[src/rtl/dtt_pkg.sv]
package dtt_pkg;
    typedef enum logic [1:0] {
        TRK_IDLE    = 2'd0,
        TRK_ACTIVE  = 2'd1,
        TRK_DISCARD = 2'd2
    } trk_state_e;

    localparam int unsigned NUM_CAUSES = 2;
    localparam int unsigned CAUSE_WR   = 0;
    localparam int unsigned CAUSE_RD   = 1;
endpackage

[src/rtl/dtt_tracker.sv]
module dtt_tracker
    import dtt_pkg::*;
#(
    parameter int unsigned CNT_W           = 24,
    parameter bit          END_ON_PROGRESS = 1'b1
) (
    input  logic clk,
    input  logic rst_n,
    input  logic load_i,
    input  logic retry_i,
    input  logic progress_i,
    output logic expire_o
);
    localparam logic [CNT_W-1:0] CNT_LAST = {CNT_W{1'b1}};

    trk_state_e       state_q, state_d;
    logic [CNT_W-1:0] cnt_q, cnt_d;
    logic             last_attempt;

    assign last_attempt = retry_i && (cnt_q == CNT_LAST);

    always_ff @(posedge clk) begin
        if (!rst_n) begin
            state_q <= TRK_IDLE;
            cnt_q   <= '0;
        end else begin
            state_q <= state_d;
            cnt_q   <= cnt_d;
        end
    end

    always_comb begin
        state_d = state_q;
        cnt_d   = cnt_q;
        if (load_i) begin
            state_d = TRK_ACTIVE;
            cnt_d   = '0;
        end else begin
            unique case (state_q)
                TRK_IDLE: begin
                    cnt_d = '0;
                end
                TRK_ACTIVE: begin
                    if (progress_i) begin
                        cnt_d = '0;
                        if (END_ON_PROGRESS) state_d = TRK_IDLE;
                    end else if (last_attempt) begin
                        cnt_d   = '0;
                        state_d = TRK_DISCARD;
                    end else if (retry_i) begin
                        cnt_d = cnt_q + 1'b1;
                    end
                end
                TRK_DISCARD: begin
                    cnt_d = '0;
                end
                default: begin
                    state_d = TRK_IDLE;
                    cnt_d   = '0;
                end
            endcase
        end
    end

    always_comb begin
        expire_o = 1'b0;
        unique case (state_q)
            TRK_ACTIVE: expire_o = !load_i && !progress_i && last_attempt;
            default:    expire_o = 1'b0;
        endcase
    end
endmodule

[src/rtl/dtt_cause_gate.sv]
module dtt_cause_gate #(
    parameter int unsigned N = 2
) (
    input  logic         clk,
    input  logic         rst_n,
    input  logic [N-1:0] cause_i,
    input  logic [N-1:0] mask_i,
    input  logic         enable_i,
    output logic         req_o
);
    logic [N-1:0] live;

    assign live = cause_i & ~mask_i;

    always_ff @(posedge clk) begin
        if (!rst_n) req_o <= 1'b0;
        else        req_o <= enable_i && (|live);
    end
endmodule

[src/rtl/dtt_serr_reporter.sv]
module dtt_serr_reporter
    import dtt_pkg::*;
#(
    parameter int unsigned CNT_W = 24
) (
    input  logic clk,
    input  logic rst_n,
    input  logic serr_en,
    input  logic wr_mask,
    input  logic rd_mask,
    input  logic wr_load,
    input  logic wr_retry,
    input  logic wr_done,
    input  logic rd_load,
    input  logic rd_retry,
    input  logic rd_data,
    output logic serr_req
);
    logic [NUM_CAUSES-1:0] load_v, retry_v, prog_v, mask_v, cause_v;

    assign load_v[CAUSE_WR]  = wr_load;
    assign load_v[CAUSE_RD]  = rd_load;
    assign retry_v[CAUSE_WR] = wr_retry;
    assign retry_v[CAUSE_RD] = rd_retry;
    assign prog_v[CAUSE_WR]  = wr_done;
    assign prog_v[CAUSE_RD]  = rd_data;
    assign mask_v[CAUSE_WR]  = wr_mask;
    assign mask_v[CAUSE_RD]  = rd_mask;

    for (genvar c = 0; c < NUM_CAUSES; c++) begin : g_trk
        dtt_tracker #(
            .CNT_W          (CNT_W),
            .END_ON_PROGRESS(c == CAUSE_WR)
        ) trk_i (
            .clk       (clk),
            .rst_n     (rst_n),
            .load_i    (load_v[c]),
            .retry_i   (retry_v[c]),
            .progress_i(prog_v[c]),
            .expire_o  (cause_v[c])
        );
    end

    dtt_cause_gate #(
        .N(NUM_CAUSES)
    ) gate_i (
        .clk     (clk),
        .rst_n   (rst_n),
        .cause_i (cause_v),
        .mask_i  (mask_v),
        .enable_i(serr_en),
        .req_o   (serr_req)
    );
endmodule

[config.mk]
export PLATFORM = sky130hd
export DESIGN_NAME = dtt_serr_reporter
export DESIGN_NICKNAME = d
export VERILOG_FILES = /design/src/rtl/dtt_pkg.sv /design/src/rtl/dtt_tracker.sv /design/src/rtl/dtt_cause_gate.sv /design/src/rtl/dtt_serr_reporter.sv
export SDC_FILE = /design/constraint.sdc
export NUM_CORES = 1
export LEC_CHECK = 0
export BUFFER_PORTS_ARGS = -buffer_cell sky130_fd_sc_hd__buf_2
export CELL_PAD_IN_SITES_DETAIL_PLACEMENT = 1
export CELL_PAD_IN_SITES_GLOBAL_PLACEMENT = 2
export CORE_MARGIN = 5
export CORE_UTILIZATION = 30
export DETAILED_ROUTE_END_ITERATION = 8
export PLACE_DENSITY = 0.71
export SETUP_SLACK_MARGIN = 0.2
export SLEW_MARGIN = 20
export SYNTH_ARGS = -nofsm -noshare
export SYNTH_HDL_FRONTEND = slang
export SYNTH_SLANG_ARGS = --single-unit
[constraint.sdc]
create_clock -name clk -period 2.76 [get_ports clk]
set_clock_uncertainty 0.15 [all_clocks]
set_input_delay 0 -clock clk [delete_from_list [all_inputs] [get_ports clk]]
set_output_delay 0 -clock clk [all_outputs]
set_load 0.01 [all_outputs]
After elaboration in Yosys (flattened, before gate mapping). Index checks and enable logic that the tools add are counted.

Muxes and demuxes: 10. Equal/unequal tests: 14. Reductions and logical operators: 24. Bitwise logic cells: 7. Add/subtract/negate cells: 2.

Operators with widths (number): 24-bit by 1-bit adder with 24-bit output, second input constant (2); 24-bit == test, second input constant (2); 2-bit OR reduction (5); 5-bit OR reduction (2); 2-bit two-way mux (4); 2-bit one-hot mux with 2 select lines (2); 1-bit logical AND (7); 2-bit by 1-bit != test with 1-bit output, second input constant (3); 3-bit by 2-bit != test with 1-bit output, second input constant (2); 3-bit AND reduction (2); 1-bit NOT (5); 2-bit by 1-bit == test with 1-bit output, second input constant (2); 2-bit == test, second input constant (2); 1-bit logical NOT (4); 2-bit logical NOT (2); 1-bit two-way mux (4); 4-bit by 3-bit != test with 1-bit output, second input constant (1); 2-bit AND reduction (2); 3-bit != test, second input constant (1); 2-bit AND (1); 2-bit != test, second input constant (1); 2-bit NOT (1).

Logic and storage cells: 64. Register bits: 53. Output and inout port bits: 1. Input port bits: 11.

Depth between registers and ports, before layout. Gate-level depths: netlist of the first run.

Depth after elaboration: 7. Mapped depth: 8. Gate-level depth less buffers: 5.

Cells and area by module. Synthesis of the first run repeated with hierarchy kept, for this count alone.

Cell total of the unflattened synthesis: 284. Area, all modules: 2528.7 µm².

Modules (own cells, without submodules): dtt_tracker (g_trk[0].trk_i) (times used 1, cells each 139, area each 1260.0 µm²); dtt_tracker (g_trk[1].trk_i) (times used 1, cells each 140, area each 1223.7 µm²); dtt_cause_gate (times used 1, cells each 5, area each 45.0 µm²).

Least setup slack after synthesis of the first run. Ideal clock, no wire load.

Path kind: reg-to-reg. From: register g_trk[1].trk_i.cnt_q[0]. To: register g_trk[1].trk_i.state_q[0]. Buffers on the path: 0. Stages on the path, launching flop included: 6. Period minus slack after synthesis: 2.214 ns. Data arrival time: 1.942 ns. Slack: 0.546 ns. Path through: dfxtp_1 ha_1 nand4_2 or4_4 or3_1 o311a_1.

Cells in the longest elaborated chain, start to end: 4.

RTL lines: start: declaration (RTL line dtt_tracker.sv:17) `logic [CNT_W-1:0] cnt_q, cnt_d;`; start signal: assignment (RTL line dtt_tracker.sv:28) `cnt_q <= cnt_d;`; 24-bit == test (RTL line dtt_tracker.sv:20) `assign last_attempt = retry_i && (cnt_q == CNT_LAST);`; 1-bit logical AND (RTL line dtt_tracker.sv:20); 3-bit by 2-bit != test with 1-bit output (no source line); 3-bit AND reduction (no source line); end signal: assignment (RTL line dtt_tracker.sv:27) `state_q <= state_d;`; end: declaration (RTL line dtt_tracker.sv:16) `trk_state_e state_q, state_d;`.

Every way passes these cells. A chain may end at the register's enable or synchronous reset.

Worst setup path after layout of the first run. Ends and elaborated chain as after synthesis.

==> results.cfg, run 1 <==
[status]
status = complete, no violations

[pwr]
p_leak_nw = 0.828
p_per_area_nw_per_um2 = 471
finalPower_mw = 1.37
vdd_ir_drop_max_mv = 0.184

[logic_synthesis]
syn_inst = 297
ys_ff_latch = 53
synth_area_leaders = dfxtp_1, nand4_1, xnor2_1
yosysTopAreaCell = dfxtp_1
synth_edf_count = 0
syn-cell-area_um2 = 2530
syn-num-nets = 310
ys_types = 39
async_flop_share_pct = 0
synth_seq_area_share_pct = 41.9
synthFlopType = dfxtp_1
ys_warn_count = 0
yosysTopAreaCellShare_pct = 41.9
avgSynthCellArea_um2 = 8.52

[global_route]
grt_pass1_wl_um = 9980
grt_remaining_overflow = 0
antenna_found_initial = 0
grtUsageTotal_pct = 11.5
grt_max_degree = 25
grt_pass1_vias = 2197

[timing]
min_period_ps = 2440
maxSlewViolCount = 0
fin_crit_sh_pct = 88.3
finalHoldViolCount = 0
fmaxAchievable_mhz = 410
max_slew_margin_pct = 38.8
tightest_slew_ps = 918
setup_viol = 0
rsz0062_at_grt = false
finalSetupTns_ps = 0

[detailed_routing]
vias_per_cell = 5.24
num_vias = 2200
routedWlPerCell_um = 13.5
firstDrtPassIters = 3
routed_wl_um = 5680
drc_errors = 0
drt_iter0_drc = 46
antenna_left = 0

[placed_design]
gp_congestion = 0.750
dpl_cell_area_um2 = 2690
io_buffers = 11
dp_hpwl_um = 3970

[die]
rows = 33
die-area_um2 = 10400
die_y_um = 102
io_pins = 12
core_um2 = 8220
initial_utilization_pct = 30.8
die_w_um = 102

[setup_path]
r2r_start = g_trk[1].trk_i.cnt_q[0]
required_ps = 2810
crit_path_max_fanout = 12
endpoint_kind = register
criticalPathCategory = register to register
cp-startpoint = g_trk[1].trk_i.cnt_q[0]
cp.arrival_ps = 2490
critPathLaunchType = register

[clock_network]
clock_path_buffers = 2
clkSinkCount = 53
cts_buffers = 5
htree_levels = 2
insertion_delay_ps = 310
tritoncts = built
cts_setup_buffers = 0
path_clk_slew_ps = 100
root_buffer = clkbuf_8

[final_layout]
fin_nets = 327
fillers = 968
drive_above_1_share_pct = 9.84
antenna_cells = 0
area_growth_syn_to_layout_pct = 14.9
multi_input_area_um2 = 1360
final_common_cell = dfxtp_1
final_cell_mix = dfxtp_1, nand4_1, nor2_1
final_area_um2 = 2910
ff_latch_area_um2 = 1060

[hold_path]
min_path_type = register to register
hold_path.startpoint = g_trk[1].trk_i.state_q[0]

[job]
cap_violations = 0
==> worst max-delay path, cell delays in order (launching register included) <==
cell	delay [ps]
dfxtp_1	410
ha_2	240
nand4_2	180
or4_4	650
or3_1	390
o311a_1	290
==> through the flow <==
stage | utilization [%] | hold slack, ps | setup WS (ps) | instances
global route | 35.4 | 338 | 208 | 420
finish | 35.4 | 318 | 322 | 420
detailed placement | 32.7 | 66.8 | 309 | 402
global placement | 32.7 | 64.9 | 387 | 402
floorplan | - | -41.5 | 546 | 297
CTS | 35.4 | 322 | 292 | 420
==> logic make-up (layout without fill, tap and decap cells) <==
logic type	after synthesis	after routing	share of synthesized area, %
XOR/XNOR	24	24	8.30
buffers and inverters	26	44	4.60
AND/OR/NAND/NOR	141	141	31.4
AO/OA/AOI/OAI	49	49	12.0
adder cells (fa/ha/maj)	2	2	0.988
flip-flops	53	53	41.9
multiplexers	2	2	0.791
==> synth_stat cells (11+ instances only) <==
library cell and instances:
xor2_1 11, clkbuf_1 11, dfxtp_1 53, or3_1 17
o21ai_0 16, a21oi_1 13, nand4_1 19, nor3_1 16
nand3_1 16, nor2_1 18, nand2_1 17, xnor2_1 13
==> worst paths after layout <==
path	cells after the start	endpoint	slack, ps
worst max-delay path	5	g_trk[1].trk_i.state_q[0]	320
worst min-delay path	1	g_trk[1].trk_i.state_q[1]	320
worst max register to register	5	g_trk[1].trk_i.state_q[0]	320
worst min register to register	1	g_trk[1].trk_i.state_q[1]	320
==> layer usage <==
layer | part of all wire (%) | wire length (um) | vias up | global-route usage, %
met3 | 2.7 | 156 | 4 | 2.39
met4 | 0.93 | 53 | 0 | 2.72
met5 | 0 | 0 | - | 0
met2 | 45 | 2550 | 15 | 18.9
met1 | 51 | 2930 | 1059 | 15.7
li1 | - | - | 1122 | -
==> sequential cells by signal (all words and copies together), names as in the netlist <==
register,flops
g_trk.trk_i.cnt_q,48
g_trk.trk_i.state_q,4
gate_i.req_o,1
==> where the power goes <==
group	leakage (nW)	switching, mW	total [mW]	internal, mW
clock	0.0574	0.267	0.563	0.295
sequential	0.427	0.00129	0.768	0.767
combinational	0.343	0.0175	0.0381	0.0207
==> repair_timing <==
action                     4_1_cts  5_1_grt
hold buffers                    10        0
hold endpoints to repair        14        0
gates resized for setup          0        1
setup endpoints to repair        0        1
==> area by class of cell <==
class                           instances  share of cell area (%)
Timing Repair Buffer                   27                    6.88
Multi-Input combinational cell        218                    46.8
Tap cell                              105                    4.52
Sequential cell                        53                    36.5
Clock inverter                          2                    1.29
Inverter                                9                    1.16
Clock buffer                            6                    2.84
Power figures use the tool's default switching activity.
==> run 2: changes to the inputs <==
CORE_UTILIZATION = 37   (was 30)
PLACE_DENSITY = 0.84   (was 0.71)
==> run 2 against run 1 <==
Wire length is 6.6% higher. Power is 9.4% lower. Sequential cell count unchanged. Global-route usage up 3.1 points. Die area is 17% lower. Critical path depth unchanged. Clock power shrank 23%.
==> results.cfg, run 2 (synthesis gave the netlist of run 1 again) <==
[status]
status = complete, no violations

[final_layout]
final_common_cell = dfxtp_1
fin_nets = 327
area_growth_syn_to_layout_pct = 12.5
fillers = 806
antenna_cells = 0
final_cell_mix = dfxtp_1, nand4_1, nor2_1
final_util_pct = 42.4
regMostFlops = g_trk.trk_i.cnt_q
reg.largest.list = g_trk.trk_i.cnt_q x48, g_trk.trk_i.state_q x4, gate_i.req_o x1
drive_above_1_share_pct = 9.21
largest_reg_flops = 48
instances_no_fill = 395

[setup_path]
criticalPathCategory = register to register
required_ps = 2810
r2r_start = g_trk[1].trk_i.cnt_q[0]
rr_endpoint = g_trk[1].trk_i.state_q[0]
r2r_setup_slack_ps = 350
endpoint_kind = register
critPathLaunchType = register
r2r_cells = 5
crit_path_max_fanout = 12
cp.arrival_ps = 2460

[timing]
maxSlewViolCount = 0
finalHoldViolCount = 0
min_period_ps = 2410
fmaxAchievable_mhz = 415
rsz0062_at_grt = false
max_slew_margin_pct = 41.2
finalSetupTns_ps = 0
tightest_slew_ps = 881
setup_viol = 0
fin_crit_sh_pct = 87.3

[detailed_routing]
routedWlPerCell_um = 15.3
drt_iter0_drc = 82
antenna_left = 0
firstDrtPassIters = 4
num_vias = 2247
drc_errors = 0
routed_wl_um = 6060
vias_per_cell = 5.69

[placed_design]
dp.cells = 376
gp_congestion = 0.750
dp_hpwl_um = 4040
io_buffers = 11

[global_route]
grtUsageTotal_pct = 14.6
grt_max_degree = 25
grt_pass1_wl_um = 10200
grt_remaining_overflow = 0
grt_pass1_vias = 2141
antenna_found_initial = 0

[die]
die-area_um2 = 8600
initial_utilization_pct = 37.7
die_y_um = 92.7
core_um2 = 6720
rows = 30
die_w_um = 92.7
io_pins = 12

[clock_network]
clock_path_buffers = 2
cts_buffers = 5
tritoncts = built
clkSinkCount = 53
root_buffer = clkbuf_8
cts_setup_buffers = 0
htree_levels = 2
path_clk_slew_ps = 100
insertion_delay_ps = 300

[pwr]
vdd_ir_drop_max_mv = 0.173
p_leak_nw = 0.812
p_per_area_nw_per_um2 = 436

[job]
cap_violations = 0

[hold_path]
min_path_type = register to register
hold_end = g_trk[1].trk_i.state_q[1]
hold_depth = 1
hold_path.startpoint = g_trk[1].trk_i.state_q[0]
[run 2: cell types whose count changed in the layout (fill, tap and decap cells not counted), sizes merged]
cell	change
buf	-1
dlygate4sd3	+1
clkbuf	+1
bufinv	-1
[run 2: final cells by class]
class	count	area [um^2]	area share, %
clock buffers	7	76.3	2.68
clock inverters	1	7.51	0.264
inverters	9	33.8	1.19
multi-input cells	218	1370	48.0
flip-flops and latches	53	1060	37.3
well taps	80	100	3.52
repair buffers	27	203	7.12
[run 2: worst max-delay path by stage]
stage                       startpoint                   endpoint  slack [ps]  cells past startpoint
5_1_grt        g_trk[1].trk_i.cnt_q[0]   g_trk[1].trk_i.cnt_q[21]         230                      6
2_1_floorplan  g_trk[1].trk_i.cnt_q[0]  g_trk[1].trk_i.state_q[0]         550                      5
3_5_place_dp   g_trk[1].trk_i.cnt_q[0]  g_trk[1].trk_i.state_q[0]         330                      5
4_1_cts        g_trk[0].trk_i.cnt_q[0]  g_trk[0].trk_i.state_q[0]         220                      6
3_3_place_gp   g_trk[1].trk_i.cnt_q[0]  g_trk[1].trk_i.state_q[0]         400                      5
6_report       g_trk[1].trk_i.cnt_q[0]  g_trk[1].trk_i.state_q[0]         350                      5
[run 2: critical path, stage by stage, from the launching register on]
cell     delay [ps]
dfxtp_1         390
ha_1            250
nand4_2         180
or4_4           650
or3_1           390
o311a_1         290
[run 2: stage by stage]
step	hold WS (ps)	setup slack [ps]	area [um^2]	power (mW)
detailed placement	71.5	329	2650	0.814
floorplan	-41.5	546	2530	0.802
global placement	66.7	403	2650	0.814
CTS	324	224	2840	1.26
finish	325	351	2850	1.24
global route	360	232	2850	1.30
[run 2: power by group]
group | switching (mW) | internal, mW | total (mW)
logic | 0.0189 | 0.0220 | 0.0410
registers | 0.00126 | 0.767 | 0.768
clock network | 0.252 | 0.180 | 0.432
total | 0.272 | 0.969 | 1.24
[run 2: repair_timing]
action,in CTS,in global routing
endpoints found under the hold margin,13,0
resized for setup,0,2
endpoints found under the setup margin,0,1
hold buffers,11,0
[run 2: routing by layer]
layer  global-route usage [%]  share of wire [%]  wire length [um]  vias up
li1                         -                  -                 -     1121
met1                     19.1                 50              3010     1094
met2                     24.2                 47              2850       30
met3                     2.68                2.4               148        2
met4                     4.76               0.89                54        0
met5                        0                  0                 0        -
==> run 3: changes to the inputs <==
ABC_AREA = 1   (was default)
CORE_UTILIZATION = 35   (was 37)
PLACE_DENSITY = 0.85   (was 0.84)
==> run 3 against run 2 <==
Clock power grew 29%. Critical path depth increased by 1. Power is 10% higher. Setup slack better by 340 ps. First-iteration DRC count fell by 21%. Synthesized cell count is 46% higher. Combinational power is 12% higher. Non-clock buffer count fell by 3. Largest power group unchanged. Core utilization down 1.8 points. Critical path type unchanged. Sequential share of layout area down 5.5 points. Count of clock-buffer cells in the layout unchanged.
==> results.cfg, run 3 <==
[status]
status = complete, no violations

[detailed_routing]
drt_iter0_drc = 65
num_vias = 2678
routedWlPerCell_um = 12.6
firstDrtPassIters = 4
antenna_left = 0
vias_per_cell = 4.73
drc_errors = 0
routed_wl_um = 7120

[setup_path]
endpoint_kind = register
critPathLaunchType = register
path_cells = ha_1, nand4_1, nor2_1, nand4_1, a21oi_1, dlygate4sd3_1
cp.arrival_ps = 2170
required_ps = 2860
slowest_delay_ps = 550
criticalPathCategory = register to register
crit_path_frequent_cell = nand4_1
critPathSlowestCell = dlygate4sd3_1
crit_path_max_fanout = 4

[clock_network]
root_buffer = clkbuf_8
tritoncts = built
clock_path_buffers = 2
insertion_delay_ps = 310
cts_buffers = 5
path_clk_slew_ps = 100
cts-resized-gates = 0
htree_levels = 2
clkSinkCount = 53

[hold_path]
min_path_type = input pin to register

[pwr]
vdd_ir_drop_max_mv = 0.238
p_int_mw = 1.08
p_sw_share_pct = 20.9
p_sw_mw = 0.286
seqPwrFrac_pct = 56.0
power_frac_comb_pct = 3.4
p_per_area_nw_per_um2 = 410
p_clk_share_pct = 40.6
p_leak_nw = 1.09

[logic_synthesis]
synth_area_leaders = dfxtp_1, nand2_1, nor2_1
ys_ff_latch = 53
yosysTopAreaCell = dfxtp_1
synthFlopType = dfxtp_1
synth_most_common_cell = nand2_1
syn-num-nets = 448
avgSynthCellArea_um2 = 6.81
synthTopCellsByCount = nand2_1, nor2_1, dfxtp_1, inv_1, nand3_1
yosysTopAreaCellShare_pct = 35.8
async_flop_share_pct = 0
synth_edf_count = 0
ys_types = 29
syn-cell-area_um2 = 2960
syn_inst = 435
synth_seq_area_share_pct = 35.8
ys_warn_count = 0

[global_route]
grt_pass1_vias = 2795
grt_pass1_wl_um = 12500
antenna_found_initial = 0
grt_remaining_overflow = 0
grtUsageTotal_pct = 14.9
grt_max_degree = 25

[die]
rows = 33
core_um2 = 8220
die_y_um = 102
die_w_um = 102
initial_utilization_pct = 36.0
die-area_um2 = 10400
io_pins = 12

[final_layout]
reg.largest.list = g_trk.trk_i.cnt_q x48, g_trk.trk_i.state_q x4, gate_i.req_o x1
final_area_um2 = 3340
final_util_pct = 40.6
fin_nets = 473
area_growth_syn_to_layout_pct = 12.7
drive_above_1_share_pct = 13.4
largest_reg_flops = 48
fillers = 1066
regMostFlops = g_trk.trk_i.cnt_q
antenna_cells = 0
final_common_cell = nand2_1
final_cell_mix = nand2_1, nor2_1, dfxtp_1

[timing]
max_slew_margin_pct = 60.1
finalHoldViolCount = 0
finalSetupTns_ps = 0
tightest_slew_ps = 598
fmaxAchievable_mhz = 482
maxSlewViolCount = 0
min_period_ps = 2070
hold_ws_ps = 8.61
setup_viol = 0
fin_crit_sh_pct = 75.1
rsz0062_at_grt = false

[placed_design]
dp_hpwl_um = 5500
io_buffers = 11
gp_congestion = 0.751
dpl_cell_area_um2 = 3090

[job]
cap_violations = 0
## run 3: cell count changes in the layout (fill, tap and decap cells not counted), sizes merged, moves of 9 or more
cell,delta
o21ai,-14
nor2,+82
nand3,+22
nand4,-9
or3,-17
inv,+45
nand2,+96
## run 3: final cells by class
cell class | count | area, um^2 | share of cell area, %
multi-input cells | 322 | 1640 | 49.2
flip-flops and latches | 53 | 1060 | 31.8
inverters | 54 | 203 | 6.07
repair buffers | 24 | 185 | 5.55
well taps | 105 | 131 | 3.94
clock buffers | 7 | 86.3 | 2.59
clock inverters | 1 | 30.0 | 0.900
## run 3: cell families after synthesis
group	after synthesis	share of synthesized area [%]
AO/OA/AOI/OAI	20	3.97
XOR/XNOR	22	6.51
adder cells (fa/ha/maj)	2	0.845
buffers and inverters	60	8.79
flip-flops	53	35.8
AND/OR/NAND/NOR	278	44.1
## run 3: worst paths after layout
check	startpoint	end	slack, ps	cells past startpoint
max	g_trk[0].trk_i.cnt_q[0]	gate_i.req_o	690	6
min	rd_data	g_trk[1].trk_i.cnt_q[14]	9	6
max reg2reg	g_trk[0].trk_i.cnt_q[0]	gate_i.req_o	690	6
min reg2reg	g_trk[1].trk_i.cnt_q[1]	g_trk[1].trk_i.cnt_q[1]	340	2
## run 3: power groups by stage
stage          Clock [mW]  Combinational, mW  Sequential (mW)
6_report            0.557             0.0459            0.767
5_1_grt             0.615             0.0512            0.768
2_1_floorplan           0             0.0229            0.785
4_1_cts             0.585             0.0457            0.767
3_3_place_gp            0             0.0326            0.785
3_5_place_dp            0             0.0331            0.785
## run 3: critical path: cells and delay by family (launching register included)
family / cells / cell delay (ps)
flops: 1 / 390
simple gates: 3 / 560
fa+ha+maj: 1 / 220
buf+inv: 1 / 550
compound gates: 1 / 140
## run 3: per-stage QoR
step | setup WS [ps] | total power, mW | instances
6_report | 686 | 1.37 | 566
4_1_cts | 669 | 1.40 | 566
5_1_grt | 469 | 1.43 | 566
3_3_place_gp | 889 | 0.818 | 545
3_5_place_dp | 837 | 0.818 | 545
2_1_floorplan | 1220 | 0.808 | 435
## run 3: metal layers
| layer | global-route usage (%) | routed length (um) | share of wire, % | vias up |
|---|---|---|---|---|
| met3 | 2.46 | 99 | 1.4 | 4 |
| met2 | 29.8 | 3900 | 55 | 10 |
| met1 | 16.0 | 3060 | 43 | 1262 |
| li1 | - | - | - | 1402 |
| met5 | 0 | 0 | 0 | - |
| met4 | 3.63 | 59 | 0.83 | 0 |
## run 3: timing repair
action | 4_1_cts | 5_1_grt
endpoints found under the setup margin | 0 | 0
hold endpoints to repair | 12 | 0
buffers inserted | 0 | 0
hold buffers | 13 | 0
